### src/rtl/tlvl_pkg.sv
// Shared definitions for the three-level page walker.
// Assumes 64-bit entries with flag bits in the positions listed below.
package tlvl_pkg;

    typedef enum logic [3:0] {
        S_IDLE, S_TOP, S_DRD, S_DWT, S_DCHK, S_TRD, S_TWT, S_TCHK,
        S_PRIV, S_DWB, S_LWB, S_RSP
    } walk_st_t;

    localparam int ENT_W  = 64;
    localparam int N_LVL  = 3;
    localparam int LV_TOP = 0;
    localparam int LV_DIR = 1;
    localparam int LV_TBL = 2;

    // entry flag positions
    localparam int B_P  = 0;
    localparam int B_RW = 1;
    localparam int B_US = 2;
    localparam int B_A  = 5;
    localparam int B_D  = 6;
    localparam int B_PS = 7;
    localparam int B_G  = 8;
    localparam int B_NX = 63;

    // error code positions
    localparam int ERR_W  = 5;
    localparam int EB_P   = 0;
    localparam int EB_W   = 1;
    localparam int EB_U   = 2;
    localparam int EB_RSV = 3;
    localparam int EB_FET = 4;

    // Permission rule for index {wp, user, user_ok, writable, write}.
    function automatic logic priv_rule(input logic [4:0] idx);
        logic wp, usr, us_ok, rw_ok, wr;
        {wp, usr, us_ok, rw_ok, wr} = idx;
        if (usr)
            return us_ok && (rw_ok || !wr);
        return !(wr && wp && !rw_ok);
    endfunction

endpackage

### src/rtl/tlvl_entry_check.sv
// Checks one table entry for presence, reserved bits and execute-disable hits.
// Assumes LVL selects the reserved-bit layout of the top, directory or table level.
module tlvl_entry_check
    import tlvl_pkg::*;
#(
    parameter int PA_W = 52,
    parameter int LVL  = LV_DIR
) (
    input  logic [ENT_W-1:0] ent,
    input  logic             nx_en,
    input  logic             fetch,
    output logic             present,
    output logic             rsvd,
    output logic             nx_hit
);

    logic [ENT_W-1:0] rmask;

    // Build the reserved-bit mask for this level.
    always_comb begin
        rmask = '0;
        for (int b = PA_W; b < ENT_W - 1; b++)
            rmask[b] = 1'b1;
        rmask[B_NX] = (LVL == LV_TOP) || !nx_en;
        if (LVL == LV_TOP) begin
            rmask[2:1] = 2'b11;
            rmask[8:5] = 4'hF;
        end
        if (LVL == LV_DIR && ent[B_PS])
            rmask[20:13] = 8'hFF;
    end

    // Presence, reserved-bit and execute-disable outcomes.
    always_comb begin
        present = ent[B_P];
        rsvd    = ent[B_P] && (|(ent & rmask));
        nx_hit  = (LVL != LV_TOP) && nx_en && fetch && ent[B_NX] && ent[B_P];
    end

endmodule

### src/rtl/tlvl_priv_lut.sv
// Permission lookup: a 32-entry table indexed by {wp, user, user_ok, writable, write}.
// Assumes the index is already assembled from registered walk state.
module tlvl_priv_lut
    import tlvl_pkg::*;
(
    input  logic [4:0] idx,
    output logic       allow
);

    logic [31:0] lut;

    for (genvar i = 0; i < 32; i++) begin : g_lut
        assign lut[i] = priv_rule(5'(i));
    end

    // Select the verdict for the current access.
    assign allow = lut[idx];

endmodule

### src/rtl/tlvl_walker.sv
// Three-level page walker: cached top entry, directory read, optional table read,
// protection check, then Accessed/Dirty write-backs before the response.
// Assumes one walk at a time, writes complete on acceptance, and reads return
// their data with a single mem_rvalid pulse after acceptance.
module tlvl_walker
    import tlvl_pkg::*;
#(
    parameter int PA_W = 52
) (
    input  logic                 clk,
    input  logic                 rst_n,
    input  logic                 req_valid,
    output logic                 req_ready,
    input  logic [31:12]         req_lin,
    input  logic                 req_write,
    input  logic                 req_rmw,
    input  logic                 req_user,
    input  logic                 req_fetch,
    input  logic                 ctl_wp,
    input  logic                 ctl_glob_en,
    input  logic                 ctl_nx_en,
    input  logic [4*64-1:0]      top_cache,
    output logic                 mem_valid,
    input  logic                 mem_ready,
    output logic                 mem_we,
    output logic [PA_W-1:0]      mem_addr,
    output logic [63:0]          mem_wdata,
    input  logic                 mem_rvalid,
    input  logic [63:0]          mem_rdata,
    output logic                 rsp_valid,
    input  logic                 rsp_ready,
    output logic                 rsp_fault,
    output logic [4:0]           rsp_err,
    output logic [PA_W-13:0]     rsp_frame,
    output logic [20:0]          rsp_mask,
    output logic                 rsp_global,
    output logic [1:0]           rsp_acc
);

    localparam int FRAME_W = PA_W - 12;
    localparam int MASK_W  = 21;
    localparam logic [MASK_W-1:0] MASK_BIG   = '1;
    localparam logic [MASK_W-1:0] MASK_SMALL = MASK_W'(12'hFFF);

    walk_st_t          st, nxt;
    logic [29:12]      lin_q;
    logic              wr_q, usr_q, fet_q, wp_q, ge_q, nx_q;
    logic [ENT_W-1:0]  ent_q [N_LVL];
    logic [1:0]        acc_q;

    logic [N_LVL-1:0]  pres, rsv, nxh;
    logic              allow, big, nx_viol, leaf_upd;
    logic [ENT_W-1:0]  leaf, leaf_new;
    logic [PA_W-1:0]   dir_addr, tbl_addr, leaf_addr;
    logic              fin, fin_flt, fin_p, fin_rsv;

    logic              rsp_fault_q, rsp_glob_q;
    logic [ERR_W-1:0]  rsp_err_q;
    logic [FRAME_W-1:0] rsp_frame_q;
    logic [MASK_W-1:0] rsp_mask_q;
    logic [1:0]        rsp_acc_q;

    // One entry checker per level, each with its own reserved layout.
    for (genvar l = 0; l < N_LVL; l++) begin : g_chk
        tlvl_entry_check #(.PA_W(PA_W), .LVL(l)) i_chk (
            .ent     (ent_q[l]),
            .nx_en   (nx_q),
            .fetch   (fet_q),
            .present (pres[l]),
            .rsvd    (rsv[l]),
            .nx_hit  (nxh[l])
        );
    end

    tlvl_priv_lut i_priv (
        .idx   ({wp_q, usr_q, acc_q, wr_q}),
        .allow (allow)
    );

    // Entry addresses, leaf selection and the leaf's updated value.
    always_comb begin
        big       = ent_q[LV_DIR][B_PS];
        dir_addr  = {ent_q[LV_TOP][PA_W-1:12], lin_q[29:21], 3'b000};
        tbl_addr  = {ent_q[LV_DIR][PA_W-1:12], lin_q[20:12], 3'b000};
        leaf      = big ? ent_q[LV_DIR] : ent_q[LV_TBL];
        leaf_addr = big ? dir_addr : tbl_addr;
        leaf_upd  = !leaf[B_A] || (wr_q && !leaf[B_D]);
        leaf_new  = leaf;
        leaf_new[B_A] = 1'b1;
        if (wr_q)
            leaf_new[B_D] = 1'b1;
        nx_viol   = nxh[LV_TOP] | nxh[LV_DIR] | (!big & nxh[LV_TBL]);
    end

    // Next state, memory port drive and walk termination.
    always_comb begin
        nxt       = st;
        fin       = 1'b0;
        fin_flt   = 1'b0;
        fin_p     = 1'b0;
        fin_rsv   = 1'b0;
        mem_valid = 1'b0;
        mem_we    = 1'b0;
        mem_addr  = dir_addr;
        mem_wdata = ent_q[LV_DIR] | (64'd1 << B_A);
        case (st)
            S_IDLE: if (req_valid) nxt = S_TOP;
            S_TOP: begin
                if (!pres[LV_TOP]) begin
                    fin = 1'b1; fin_flt = 1'b1;
                end else if (rsv[LV_TOP]) begin
                    fin = 1'b1; fin_flt = 1'b1; fin_p = 1'b1; fin_rsv = 1'b1;
                end else begin
                    nxt = S_DRD;
                end
            end
            S_DRD: begin
                mem_valid = 1'b1;
                if (mem_ready) nxt = S_DWT;
            end
            S_DWT: if (mem_rvalid) nxt = S_DCHK;
            S_DCHK: begin
                if (!pres[LV_DIR]) begin
                    fin = 1'b1; fin_flt = 1'b1;
                end else if (rsv[LV_DIR]) begin
                    fin = 1'b1; fin_flt = 1'b1; fin_p = 1'b1; fin_rsv = 1'b1;
                end else begin
                    nxt = big ? S_PRIV : S_TRD;
                end
            end
            S_TRD: begin
                mem_valid = 1'b1;
                mem_addr  = tbl_addr;
                if (mem_ready) nxt = S_TWT;
            end
            S_TWT: if (mem_rvalid) nxt = S_TCHK;
            S_TCHK: begin
                if (!pres[LV_TBL]) begin
                    fin = 1'b1; fin_flt = 1'b1;
                end else if (rsv[LV_TBL]) begin
                    fin = 1'b1; fin_flt = 1'b1; fin_p = 1'b1; fin_rsv = 1'b1;
                end else begin
                    nxt = S_PRIV;
                end
            end
            S_PRIV: begin
                if (!allow || nx_viol) begin
                    fin = 1'b1; fin_flt = 1'b1; fin_p = 1'b1;
                end else if (!big && !ent_q[LV_DIR][B_A]) begin
                    nxt = S_DWB;
                end else if (leaf_upd) begin
                    nxt = S_LWB;
                end else begin
                    fin = 1'b1;
                end
            end
            S_DWB: begin
                mem_valid = 1'b1;
                mem_we    = 1'b1;
                if (mem_ready) begin
                    if (leaf_upd) nxt = S_LWB;
                    else          fin = 1'b1;
                end
            end
            S_LWB: begin
                mem_valid = 1'b1;
                mem_we    = 1'b1;
                mem_addr  = leaf_addr;
                mem_wdata = leaf_new;
                if (mem_ready) fin = 1'b1;
            end
            S_RSP: if (rsp_ready) nxt = S_IDLE;
            default: nxt = S_IDLE;
        endcase
        if (fin) nxt = S_RSP;
    end

    // Walk state, captured request, fetched entries and the response registers.
    always_ff @(posedge clk) begin
        if (!rst_n) begin
            st          <= S_IDLE;
            lin_q       <= '0;
            {wr_q, usr_q, fet_q, wp_q, ge_q, nx_q} <= '0;
            for (int l = 0; l < N_LVL; l++) ent_q[l] <= '0;
            acc_q       <= 2'b11;
            rsp_fault_q <= 1'b0;
            rsp_err_q   <= '0;
            rsp_frame_q <= '0;
            rsp_mask_q  <= '0;
            rsp_glob_q  <= 1'b0;
            rsp_acc_q   <= '0;
        end else begin
            st <= nxt;
            if (st == S_IDLE && req_valid) begin
                lin_q         <= req_lin[29:12];
                wr_q          <= req_write | req_rmw;
                usr_q         <= req_user;
                fet_q         <= req_fetch;
                wp_q          <= ctl_wp;
                ge_q          <= ctl_glob_en;
                nx_q          <= ctl_nx_en;
                ent_q[LV_TOP] <= top_cache[{req_lin[31:30], 6'd0} +: ENT_W];
                acc_q         <= 2'b11;
            end
            if (st == S_DWT && mem_rvalid) ent_q[LV_DIR] <= mem_rdata;
            if (st == S_TWT && mem_rvalid) ent_q[LV_TBL] <= mem_rdata;
            if (st == S_DCHK) acc_q <= acc_q & ent_q[LV_DIR][2:1];
            if (st == S_TCHK) acc_q <= acc_q & ent_q[LV_TBL][2:1];
            if (fin) begin
                rsp_fault_q <= fin_flt;
                rsp_err_q   <= fin_flt ? {fet_q & nx_q, fin_rsv, usr_q, wr_q, fin_p} : '0;
                rsp_frame_q <= fin_flt ? '0 :
                               big ? {ent_q[LV_DIR][PA_W-1:21], lin_q[20:12]}
                                   : ent_q[LV_TBL][PA_W-1:12];
                rsp_mask_q  <= fin_flt ? '0 : (big ? MASK_BIG : MASK_SMALL);
                rsp_glob_q  <= !fin_flt && ge_q && leaf[B_G];
                rsp_acc_q   <= fin_flt ? 2'b00 : acc_q;
            end
        end
    end

    assign req_ready  = (st == S_IDLE);
    assign rsp_valid  = (st == S_RSP);
    assign rsp_fault  = rsp_fault_q;
    assign rsp_err    = rsp_err_q;
    assign rsp_frame  = rsp_frame_q;
    assign rsp_mask   = rsp_mask_q;
    assign rsp_global = rsp_glob_q;
    assign rsp_acc    = rsp_acc_q;

    // Tracks whether the current walk has completed any memory write.
    logic wr_seen_q;
    always_ff @(posedge clk) begin
        if (!rst_n)
            wr_seen_q <= 1'b0;
        else if (req_valid && req_ready)
            wr_seen_q <= 1'b0;
        else if (mem_valid && mem_we && mem_ready)
            wr_seen_q <= 1'b1;
    end

    a_r13_mem_hold: assert property (@(posedge clk) disable iff (!rst_n)
        mem_valid && !mem_ready |=> mem_valid && $stable(mem_addr) && $stable(mem_we) && $stable(mem_wdata))
        else $error("a_r13_mem_hold");

    a_r13_rsp_hold: assert property (@(posedge clk) disable iff (!rst_n)
        rsp_valid && !rsp_ready |=> rsp_valid && $stable({rsp_fault, rsp_err, rsp_frame, rsp_mask, rsp_global, rsp_acc}))
        else $error("a_r13_rsp_hold");

    a_r13_single_walk: assert property (@(posedge clk) disable iff (!rst_n)
        req_ready |-> !mem_valid && !rsp_valid)
        else $error("a_r13_single_walk");

    a_r12_no_write_on_fault: assert property (@(posedge clk) disable iff (!rst_n)
        rsp_valid && rsp_fault |-> !wr_seen_q)
        else $error("a_r12_no_write_on_fault");

    a_r10_wb_sets_a: assert property (@(posedge clk) disable iff (!rst_n)
        mem_valid && mem_we |-> mem_wdata[B_A])
        else $error("a_r10_wb_sets_a");

    a_r6_user_ok: assert property (@(posedge clk) disable iff (!rst_n)
        rsp_valid && !rsp_fault && usr_q |-> rsp_acc[1])
        else $error("a_r6_user_ok");

    a_r8_global_gate: assert property (@(posedge clk) disable iff (!rst_n)
        rsp_valid && !ge_q |-> !rsp_global)
        else $error("a_r8_global_gate");

    a_r3_mask_legal: assert property (@(posedge clk) disable iff (!rst_n)
        rsp_valid && !rsp_fault |-> (rsp_mask == MASK_BIG) || (rsp_mask == MASK_SMALL))
        else $error("a_r3_mask_legal");

endmodule

### config.mk
export PLATFORM = sky130hd
export DESIGN_NAME = tlvl_walker
export DESIGN_NICKNAME = d
export VERILOG_FILES = /design/src/rtl/tlvl_pkg.sv /design/src/rtl/tlvl_entry_check.sv /design/src/rtl/tlvl_priv_lut.sv /design/src/rtl/tlvl_walker.sv
export SDC_FILE = /design/constraint.sdc
export NUM_CORES = 1
export LEC_CHECK = 0
export BUFFER_PORTS_ARGS = -buffer_cell sky130_fd_sc_hd__buf_2
export CORE_AREA = 5 5 211 213
export DETAILED_ROUTE_END_ITERATION = 8
export DIE_AREA = 0 0 216 218
export SLEW_MARGIN = 0
export SYNTH_ARGS = -nofsm -noshare
export SYNTH_HDL_FRONTEND = slang
export SYNTH_SLANG_ARGS = --single-unit
export TNS_END_PERCENT = 1
### constraint.sdc
create_clock -name clk -period 7.59 [get_ports clk]
set_clock_uncertainty 0.1 [all_clocks]
set_input_delay 0.759 -clock clk [delete_from_list [all_inputs] [get_ports clk]]
set_output_delay 0.759 -clock clk [all_outputs]
set_load 0.02 [all_outputs]
# Yosys cells after proc, flatten, opt, wreduce, memory -nomap -nowiden
# Memory sizes are Yosys's and may differ from the RTL's.
# Index checks and enable logic that the tools add are counted.
totals:
  ff_bits: 100
  ramBits: 192
  romBits: 32
  in_bits: 353
  output_inout_bits: 190
  wordCells: 176
  n_memories: 2
mem_list:
  columns: ["name", "depth", "word_bits", "rd", "rd_ports_with_merged_regs", "write_ports", "line", "text"]
  rows:
  - ["ent_q", 3, 64, 3, 0, 3, "tlvl_walker.sv:48", "logic [ENT_W-1:0] ent_q [N_LVL];"]
  - ["(no name shown)", 32, 1, 1, 0, 0, "tlvl_priv_lut.sv:17", "assign allow = lut[idx];"]
op_classes:
  n_lt_le_gt_ge: 1
  eq_ne: 40
  n_shift: 1
  mux: 69
  n_bitwise: 13
  n_reduce_logical: 34
ops:
  columns: ["op", "n"]
  rows:
  - ["$mux 64", 5]
  - ["$shiftx 256x9->64", 1]
  - ["$and 64x64->64", 2]
  - ["$reduce_or 64->1", 2]
  - ["$pmux 52 s2", 1]
  - ["$mux 40", 2]
  - ["$mux 4", 18]
  - ["$mux 52", 1]
  - ["$pmux 4 s12", 1]
  - ["$mux 21", 2]
  - ["$reduce_and 15->1", 2]
  - ["$mux 1", 29]
  - ["$ne 3x3->1 const B", 9]
  - ["$ne 2x2->1 const B", 11]
  - ["$reduce_or 18->1", 1]
  - ["$eq 4x3->1 const B", 4]
  - ["$eq 4x4->1 const B", 4]
  - ["$logic_and 1x1->1", 15]
  - ["$ne 3x2->1 const B", 4]
  - ["$eq 4x2->1 const B", 2]
  - ["$mux 2", 4]
  - ["$mux 8", 1]
  - ["$ne 2x1->1 const B", 4]
  - ["$pmux 1 s4", 2]
  - ["other kinds (16)", 31]

# Logic depth before layout (Yosys ltp)
# Gate-level depths: netlist of run 1.
logic_depth:
  depth_word: 11
  depth_mapped: 9
  depth_no_buf: 6

# Cells and area by module
# Synthesis of run 1 repeated with hierarchy kept, for this count alone.
unflattened:
  hier_cells: 1041
  hier_area_um2: 13920.9
by_module_without_submodules:
  columns: ["module", "instances", "cells_each", "area_each_um2", "seq_area_each_um2"]
  rows:
  - ["tlvl_walker", 1, 1009, 13693.1, 7387.1]
  - ["tlvl_entry_check (g_chk[1].i_chk)", 1, 11, 86.3, 0.0]
  - ["tlvl_entry_check (g_chk[0].i_chk)", 1, 9, 61.3, 0.0]
  - ["tlvl_entry_check (g_chk[2].i_chk)", 1, 8, 58.8, 0.0]
  - ["tlvl_priv_lut", 1, 4, 21.3, 0.0]

# Least setup slack after synthesis of run 1
# OpenSTA, ideal clock, no wires.
synth_timing:
  path_type: "input -> register"
  start: "input port mem_rvalid"
  end: "memory ent_q[1][36], in the netlist ent_q[0][100] (enable)"
  setup_time_ps: 581
  arrival_ps: 5605
  required_ps: 6909
  setup_slack_ps: 1304
  cell_stages: 2
  n_path_buf: 0
  path_cell_list: "nand3_1 -> o31ai_1"
synth_lines:
  columns: ["item", "line", "text"]
  rows:
  - ["start, declared", "tlvl_walker.sv:28", "input logic mem_rvalid,"]
  - ["end, declared", "tlvl_walker.sv:48", null]

# Worst setup path after layout of run 1
layout_timing:
  start: "register st[1]"
  end: "output port mem_wdata[27]"
layout_via:
  elab_chain_cells: 2
layout_lines:
  columns: ["item", "line", "text"]
  rows:
  - ["start, declared", "tlvl_walker.sv:45", "walk_st_t st, nxt;"]
  - ["start signal, assigned", "tlvl_walker.sv:193", "st <= nxt;"]
  - ["$eq 4x4->1", "tlvl_walker.sv:106", "case (st)"]
  - ["$mux 64", "tlvl_walker.sv:106", null]
  - ["end, declared", "tlvl_walker.sv:27", "output logic [63:0] mem_wdata,"]
# Every way passes these cells.

==> results.md, run 1 <==
- I/O Buffers: 518
- Area share of the largest cell type after synthesis: 41.52%
- DRC: 0
- Top-count cell post-synth: edfxtp_1
- Final Hold Vio Count: 0
- Synth Cell Area: approximately 14000 sq um
- Multiplexer share of the synthesized area: 22.61%
- Post-CTS Setup Repair Bufs: 0
- Power Total: 5177 uW
- Largest family of logic cells by synthesized area: multiplexers
- Area contributors post-synth: edfxtp_1 (42%), dfxtp_1 (12%), mux4_2 (9.8%)
- CTS tree: done
- Synth Area in XOR/XNOR: 0%
- Seq/Total Area, Yosys: 53.52%
- Worst vdd ir: approximately 0.00016 V
- Via count: around 10000
- Clock power frac: a little under a third
- Complex-gate fraction of the synthesized area: 7.346%
- Worst rel slew slack: 27.92%
- Worst Path Arrival: 3.64 ns
- Internal: 3435 uW
- Largest net degree at the start of global routing: 82
- WHS Path Cells: 3
- Setup-failing EPs final: 0
- Fin crit share: 59.32%
- Pre-CTS WS: 3.573 ns
- P_leak: between 0.007 and 0.008 uW
- Placer Congestion: 0.8348
- Hold WS: 0.3450 ns
- Count of different cell masters after synthesis: 60
- R2R Path End: st[3]
- Fmax: 222.1 MHz
- Die W: 216 um
- Post-CTS resize count: 0
- Hold path endpoint: lin_q[21]
- Grt ovf: 0
- Final Critical Period: around 4.5 ns
- GRT Overall Usage: roughly 17%
- Cts hold-fix bufs: 0
- Slew @ Worst Pin: approximately 1.1 ns
- # H-tree levels: 1
- Synth warnings: 0
- CTS clk-pin slew, worst paths: 0.06 ns
- Share of cells above drive strength 1: 52.80%
- Worst Hold Launch: req_lin[21]
- Via/cell ratio: between 4 and 5
- Post-synth top cells: edfxtp_1 (187), and2_1 (124), mux2_2 (110)
- Outcome: finished, final reports clean
- Critical Path RT: 6.73 ns
- Root Buffer: clkbuf_16
- Drt total wl: 43.57 mm
- Worst hold path type: in2reg
- Area of the core: 42510 sq um
- Psw: 1742 uW
- Fin. max-slew vios: 0
- Die Ht: 218 um
- Fin util: roughly 41%
- Seq pwr share: 39.1%
- TritonCTS Buffers: 30
- Vias in the first global route: 10480
- Area leader, netlist: edfxtp_1
- Setup CP Type: reg2out
- Max_cap viols: 0
- Initial Util: 31.81%
- Prevailing post-synth register cell: edfxtp_1
- Final WS setup: 3.088 ns
- Combinational share of power: 29.8%
- Crit end category: output port
- FF-to-FF setup slack: between 3 and 4 ns
- Post-Synthesis Cells: 1027
- DIE AREA: 47090 sq um
- R2r startpoint: ent_q[0][71]
- # IOs: 543
- Average cell area after synthesis: 13.17 sq um
- Antenna Nets Post-Route: 0
- DP HPWL: 31.56 mm
- Rows: 76
- CTS Buffer Depth: 3
- Post-synth ARST share: 0%
- Clk_lat worst skew: about 0.56 ns
- Fin nets: 1846
- RSZ-0062 raised after global routing: no
- Reg2Reg Depth: 8
- Flops & latches, synth: 268
- Adder-Cell Fraction of Synth Area: 0%
- Switching share of power: 33.66%
- Initial antenna violation count: 9
- Initial DRT Pass Iterations: 5
- Simple-gate portion of the synthesized area: 12.48%
- Critical path launch point type: flip-flop
- CTS sink cnt: 268
- Pwr dens: 294.7 nW/um^2
- WL/cell: 21.06 um
- TNS Setup: 0 ns
- Number of synthesized flops with an enable pin: 187
- Crit Path Max Fanout: 63
- 1st-iter DRT viols: 715
- Area delta synth->final: 29.89%
- First-pass GRT wire length: around 63 mm
-- per-layer routing --
layer  wire, um  part of all wire, %  up-vias  track usage, %
met3       2635                  6.0       56           3.401
met2      21490                   49      375           28.81
li1           -                    -     4756               -
met1      18500                   42     4996           23.20
met4        925                  2.1        4           4.537
met5         27                0.062        -               0
-- through the flow --
step | instance area (sq um) | cells
finish | 17570 | 2069
global route | 17560 | 2068
CTS | 17550 | 2063
detailed placement | 16440 | 2007
global placement | 16440 | 2007
floorplan | 13530 | 1029
-- power groups by stage --
stage	Combinational [uW]	Clock [uW]	Sequential, uW
after floorplan	1050	0	2020
after global placement	1550	0	2040
after detailed placement	1560	0	2050
after CTS	1560	1660	2020
after global routing	1660	1720	2050
final	1540	1610	2020
-- how the worst max path moves through the flow --
| stage | slack [ns] | start | to |
|---|---|---|---|
| after floorplan | 1.30 | mem_rvalid | ent_q[0][100] |
| after global placement | 3.68 | ent_q[0][71] | st[3] |
| after CTS | 3.07 | st[1] | mem_wdata[27] |
| after global routing | 2.91 | st[1] | mem_wdata[27] |
| final | 3.09 | st[1] | mem_wdata[27] |
| after detailed placement | 3.57 | ent_q[0][71] | st[3] |
-- state kept, by name, indices dropped and copies added, names as in the netlist, 2 cells and up --
| name | count |
|---|---|
| st | 4 |
| lin_q | 18 |
| rsp_frame | 40 |
| acc_q | 2 |
| rsp_mask | 2 |
| ent_q | 187 |
| rsp_err | 5 |
| rsp_acc | 2 |
-- placed cells by master, fill, tap and decap left out, types with 4 or more instances in the layout --
master	n
and2_1	124
clkbuf_8	5
edfxtp_1	187
nor4_1	9
diode_2	6
mux4_2	59
a31oi_1	5
nand3_1	6
o21ai_0	10
nor2b_1	7
nand2_1	60
mux2i_1	49
mux2_2	110
dfxtp_1	81
inv_1	7
a211oi_2	35
a211oi_1	5
nor3_1	10
buf_2	517
a21oi_1	34
buf_4	13
nor2_1	65
nand2b_1	7
bufinv_16	5
clkbuf_16	33
nor3b_1	6
conb_1	4
clkinv_1	4
-- critical path, cell delays in order, from the launching register on --
cell	delay (ns)
dfxtp_1	0.91
nand2b_1	0.41
nor3_4	0.28
buf_4	0.82
mux2_2	0.44
buf_2	0.17
-- layout make-up --
cell class / count / area, sq um
Fill cell: 4061 / 24940
Sequential cell: 268 / 7237
Multi-Input combinational cell: 655 / 5801
Timing Repair Buffer: 530 / 2685
Clock buffer: 40 / 902.1
Tap cell: 546 / 683.2
Clock inverter: 16 / 212.7
Inverter: 8 / 30.03
Antenna cell: 6 / 15.01
-- cells by family after synthesis --
group	Yosys count
AO/OA/AOI/OAI	119
buffers and inverters	106
flip-flops	268
multiplexers	218
other	2
AND/OR/NAND/NOR	314
Note: power is estimated with default switching activity, not from simulation.
==> run 2, diff against run 1 <==
==> constraint.sdc (replaced) <==
create_clock -name clk -period 4.17 [get_ports clk]
set_clock_uncertainty 0.1 [all_clocks]
set_input_delay 0.417 -clock clk [delete_from_list [all_inputs] [get_ports clk]]
set_output_delay 0.417 -clock clk [all_outputs]
set_load 0.02 [all_outputs]
==> results.md, run 2 (synthesis gave the netlist of run 1 again) <==
- Area delta synth->final: 31.55%
- Placer Congestion: 0.8574
- CTS clk-pin slew, worst paths: 0.06 ns
- CTS tree: done
- GRT Overall Usage: ~18%
- Worst hold path type: in2reg
- Met2 track demand over resource: 30.54%
- Largest net degree at the start of global routing: 94
- Root Buffer: clkbuf_16
- RSZ-0062 raised after global routing: no
- TritonCTS Buffers: 31
- Final Cell Area: between 15000 and 20000 sq um
- DIE AREA: 47090 sq um
- Worst vdd ir: 0.0002909 V
- Final Hold Vio Count: 0
- Outcome: finished, final reports clean
- Placed inst area: 16520 sq um
- Via/cell ratio: 4.939
- Share of cells above drive strength 1: 52.04%
- Drt total wl: 44.13 mm
- Initial Util: 31.81%
- Setup CP Type: reg2out
- CTS Buffer Depth: 3
- Pwr dens: about 520 nW/um^2
- WL/cell: 21.07 um
- 1st-iter DRT viols: approximately 630
- First-pass GRT wire length: approximately 65 mm
- Grt ovf: 0
- Initial DRT Pass Iterations: 5
- Crit Path Max Fanout: 31
- FF-to-FF setup slack: 0.85 ns
- Met3 Track Usage GR: 2.777%
- Clk_lat worst skew: between 0.5 and 0.6 ns
- Setup-failing EPs final: 0
- Power Total: 9275 uW
- DRC: 0
- Fmax: 270.6 MHz
- Fin nets: ~1900
- Fin. max-slew vios: 0
- Initial antenna violation count: 2
- CTS sink cnt: 268
- GR peak layer: met2
- # H-tree levels: 1
- Critical Path RT: 3.65 ns
- Crit end category: output port
- P_leak: 0.007448 uW
- Pre-CTS WS: 0.8414 ns
- Max FFs per register: roughly 190
- Slew @ Worst Pin: approximately 1.0 ns
- Final Critical Period: 3.695 ns
- Global-route track usage on met1: a little under a quarter
- Most common cell after layout, fill and taps aside: buf_2
- Die W: 216 um
- Fin util: 41.85%
- I/O Buffers: slightly above 500
- Max_cap viols: 0
- Vias in the first global route: 10870
- Final WS setup: 0.4748 ns
- Area of the core: around 43000 sq um
- # IOs: 543
- Die Ht: roughly 220 um
- Worst rel slew slack: 31.14%
- Rows: 76
- Largest register by flop count: ent_q
- Antenna Nets Post-Route: 0
- Commonest cells after routing, fill and taps aside: buf_2 (517), edfxtp_1 (187), and2_1 (124)
- Post-CTS resize count: 0
- Critical path launch point type: flip-flop
- Via count: about 10000
- Worst Path Arrival: roughly 3.2 ns
- Fin crit share: 88.61%
- DP HPWL: 32.50 mm
-- run 2: cell count changes in the layout (fill, tap and decap cells not counted), sizes merged, moves of 4 or more --
cell	previous run	this run
diode	6	1
clkbuf	40	51
bufinv	5	0
clkinv	7	3
buf	530	536
dlygate4sd3	0	22
-- run 2: area by class of cell --
class,count,area [sq um]
inverters,8,30.03
clock buffers,51,997.2
well taps,546,683.2
fillers,4055,24720
repair buffers,558,2988
clock inverters,7,51.30
flip-flops and latches,268,7237
multi-input cells,655,5801
diodes,1,2.502
-- run 2: power breakdown --
group	internal (uW)	switching, uW
Combinational	1090	1790
Sequential	3370	276
Clock	1630	1110
-- run 2: worst max-delay path, stage by stage (launching register included) --
cell and delay [ns]:
dfxtp_1 0.81, nor2b_1 0.47, a21o_2 0.24, buf_4 0.46, mux2_2 0.44, buf_2 0.17
-- run 2: layer usage --
metal | share of wire (%) | vias to the layer above
met5 | 0.029 | -
met4 | 2.0 | 2
met3 | 5.7 | 56
met2 | 50 | 341
met1 | 42 | 5118
li1 | - | 4825
-- run 2: what timing repair did --
action / 4_1_cts / 5_1_grt
buffers inserted: 0 / 0
hold buffers: 22 / 0
endpoints found under the hold margin: 22 / 0
-- run 2: worst paths after layout --
check,startpoint,end,cells past startpoint
min,req_user,usr_q,3
min reg2reg,lin_q[25],lin_q[25],2
max,st[2],mem_addr[13],5
max reg2reg,ent_q[0][6],rsp_frame[24],6
-- run 2: through the flow --
| stage | TNS (ns) | hold slack (ns) | cells |
|---|---|---|---|
| 4_1_cts | 0 | 0.01671 | 2093 |
| 3_5_place_dp | 0 | 0.3479 | 2013 |
| 3_3_place_gp | 0 | 0.3405 | 2013 |
| 2_1_floorplan | -2.982 | 0.3338 | 1029 |
| 5_1_grt | 0 | 0.02294 | 2093 |
| 6_report | 0 | 0.04457 | 2094 |
==> run 3, diff against run 2 <==
--- a/config.mk
+++ b/config.mk
@@ -6,9 +6,12 @@
 export NUM_CORES = 1
 export LEC_CHECK = 0
 export BUFFER_PORTS_ARGS = -buffer_cell sky130_fd_sc_hd__buf_2
-export CORE_AREA = 5 5 211 213
+export CELL_PAD_IN_SITES_DETAIL_PLACEMENT = 1
+export CELL_PAD_IN_SITES_GLOBAL_PLACEMENT = 1
+export CORE_AREA = 5 5 207 209
 export DETAILED_ROUTE_END_ITERATION = 8
-export DIE_AREA = 0 0 216 218
+export DIE_AREA = 0 0 212 214
+export PLACE_DENSITY_LB_ADDON = 0.1
 export SLEW_MARGIN = 0
 export SYNTH_ARGS = -nofsm -noshare
 export SYNTH_HDL_FRONTEND = slang
==> results.md, run 3 (synthesis gave the netlist of run 1 again) <==
- Outcome: finished, final reports clean
- Via count: 10160
- Via/cell ratio: 4.904
- Drt total wl: 47.05 mm
- Root Buffer: clkbuf_16
- Max_cap viols: 0
- Initial Util: between 30% and 40%
- CTS sink cnt: 268
- Fillers: 4451
- # H-tree levels: 2
- Pwr dens: 541.0 nW/um^2
- GRT Overall Usage: about a fifth
- Clk_lat worst skew: between 0.5 and 0.6 ns
- P_leak: 0.007446 uW
- Die W: 212 um
- Worst hold path type: in2reg
- Largest register by flop count: ent_q
- Die Ht: 214 um
- Seq. cell area: 7237 sq um
- Setup-failing EPs final: 0
- Vias in the first global route: 11320
- DIE AREA: ~45000 sq um
- Most common cell after layout, fill and taps aside: buf_2
- Final Critical Period: 3.473 ns
- Crit-path cells: buf_4 -> nand2_1 -> nor3_4 -> a21o_2 -> buf_4 -> mux2_2 -> buf_2
- Critical path launch point type: flip-flop
- Crit end category: output port
- Max FFs per register: 187
- Critical Path RT: roughly 3.7 ns
- Cts hold-fix bufs: 0
- Commonest cells after routing, fill and taps aside: buf_2 (517), edfxtp_1 (187), and2_1 (124)
- Fin nets: 1863
- Worst Path Arrival: 2.96 ns
- Initial antenna violation count: 8
- Area of the core: approximately 40000 sq um
- Final Hold Vio Count: 0
- Fin. max-slew vios: 0
- CTS tree: done
- Fin util: 43.65%
- First-pass GRT wire length: 70.63 mm
- 1st-iter DRT viols: a little over 400
- RSZ-0062 raised after global routing: no
- Rows: 74
- Placer Congestion: 0.8120
- Setup CP Type: reg2out
- DP HPWL: about 35 mm
- CTS Buffer Depth: 3
- Non-filler cells, final: 2071
- Worst vdd ir: 0.0002308 V
- Crit Path Max Fanout: 20
- Multi-input gate area: 5801 sq um
- Fmax: around 290 MHz
- I/O Buffers: 518
- Hold WS: 0.05958 ns
- Placed cells: 2006
- CTS clk-pin slew, worst paths: approximately 0.060 ns
- Share of cells above drive strength 1: 52.80%
- # IOs: around 540
- WL/cell: 22.72 um
- Post-CTS resize count: 0
- Grt ovf: 0
- Worst rel slew slack: around 34%
- TritonCTS Buffers: 34
- Slew @ Worst Pin: 0.9884 ns
- CP max stage delay: 0.61 ns
- Antenna Nets Post-Route: 0
- Area delta synth->final: 31.19%
- CP max-delay cell: dfxtp_1
- CP dominant cell by count: buf_4
- Post-CTS Setup Repair Bufs: 0
- Fin crit share: a little over four fifths
- Largest net degree at the start of global routing: 87
- Initial DRT Pass Iterations: 4
- Power Total: approximately 9600 uW
- DRC: 0
-- run 3: power breakdown --
group | switching (uW) | internal (uW) | total (uW)
sequential | 264 | 3370 | 3630
clock | 1120 | 1900 | 3020
combinational | 1830 | 1120 | 2950
-- run 3: final cells by class --
cell class                 instances  share of cell area, %
clock inverter                     7                 0.6206
clock buffer                      55                  5.889
inverter                           8                 0.1693
timing repair buffer             543                  16.04
antenna                            3                0.04232
multi-input combinational        655                  32.70
sequential                       268                  40.79
tap                              532                  3.752
-- run 3: final timing paths --
check / start / to / slack (ns) / cells past startpoint
min: req_lin[25] / lin_q[25] / 0.06 / 3
max reg2reg: ent_q[0][116] / rsp_frame[31] / 0.93 / 7
min reg2reg: fet_q / fet_q / 0.36 / 2
max: st[3] / mem_addr[13] / 0.70 / 7
-- run 3: critical path: cells and delay by family (launching register included) --
family                 cells  cell delay [ns]
multiplexers               1             0.40
AND/OR/NAND/NOR            2             0.50
AO/OA/AOI/OAI              1             0.16
flip-flops                 1             0.61
buffers and inverters      3             0.77
-- run 3: layer usage --
metal | vias up | share of wire, % | track usage [%]
met4 | 10 | 2.3 | 5.218
met2 | 330 | 50 | 35.27
met1 | 4966 | 41 | 24.45
li1 | 4789 | - | -
met5 | - | 0.11 | 0
met3 | 61 | 6.9 | 5.194
-- run 3: per-stage QoR --
step	TNS (ns)	instance area, sq um	worst slack, ns
floorplan	-2.982	13540	-0.04659
global placement	0	16580	0.9590
detailed placement	0	16580	0.9052
CTS	0	17730	0.6066
global route	0	17740	0.5474
finish	0	17740	0.6972
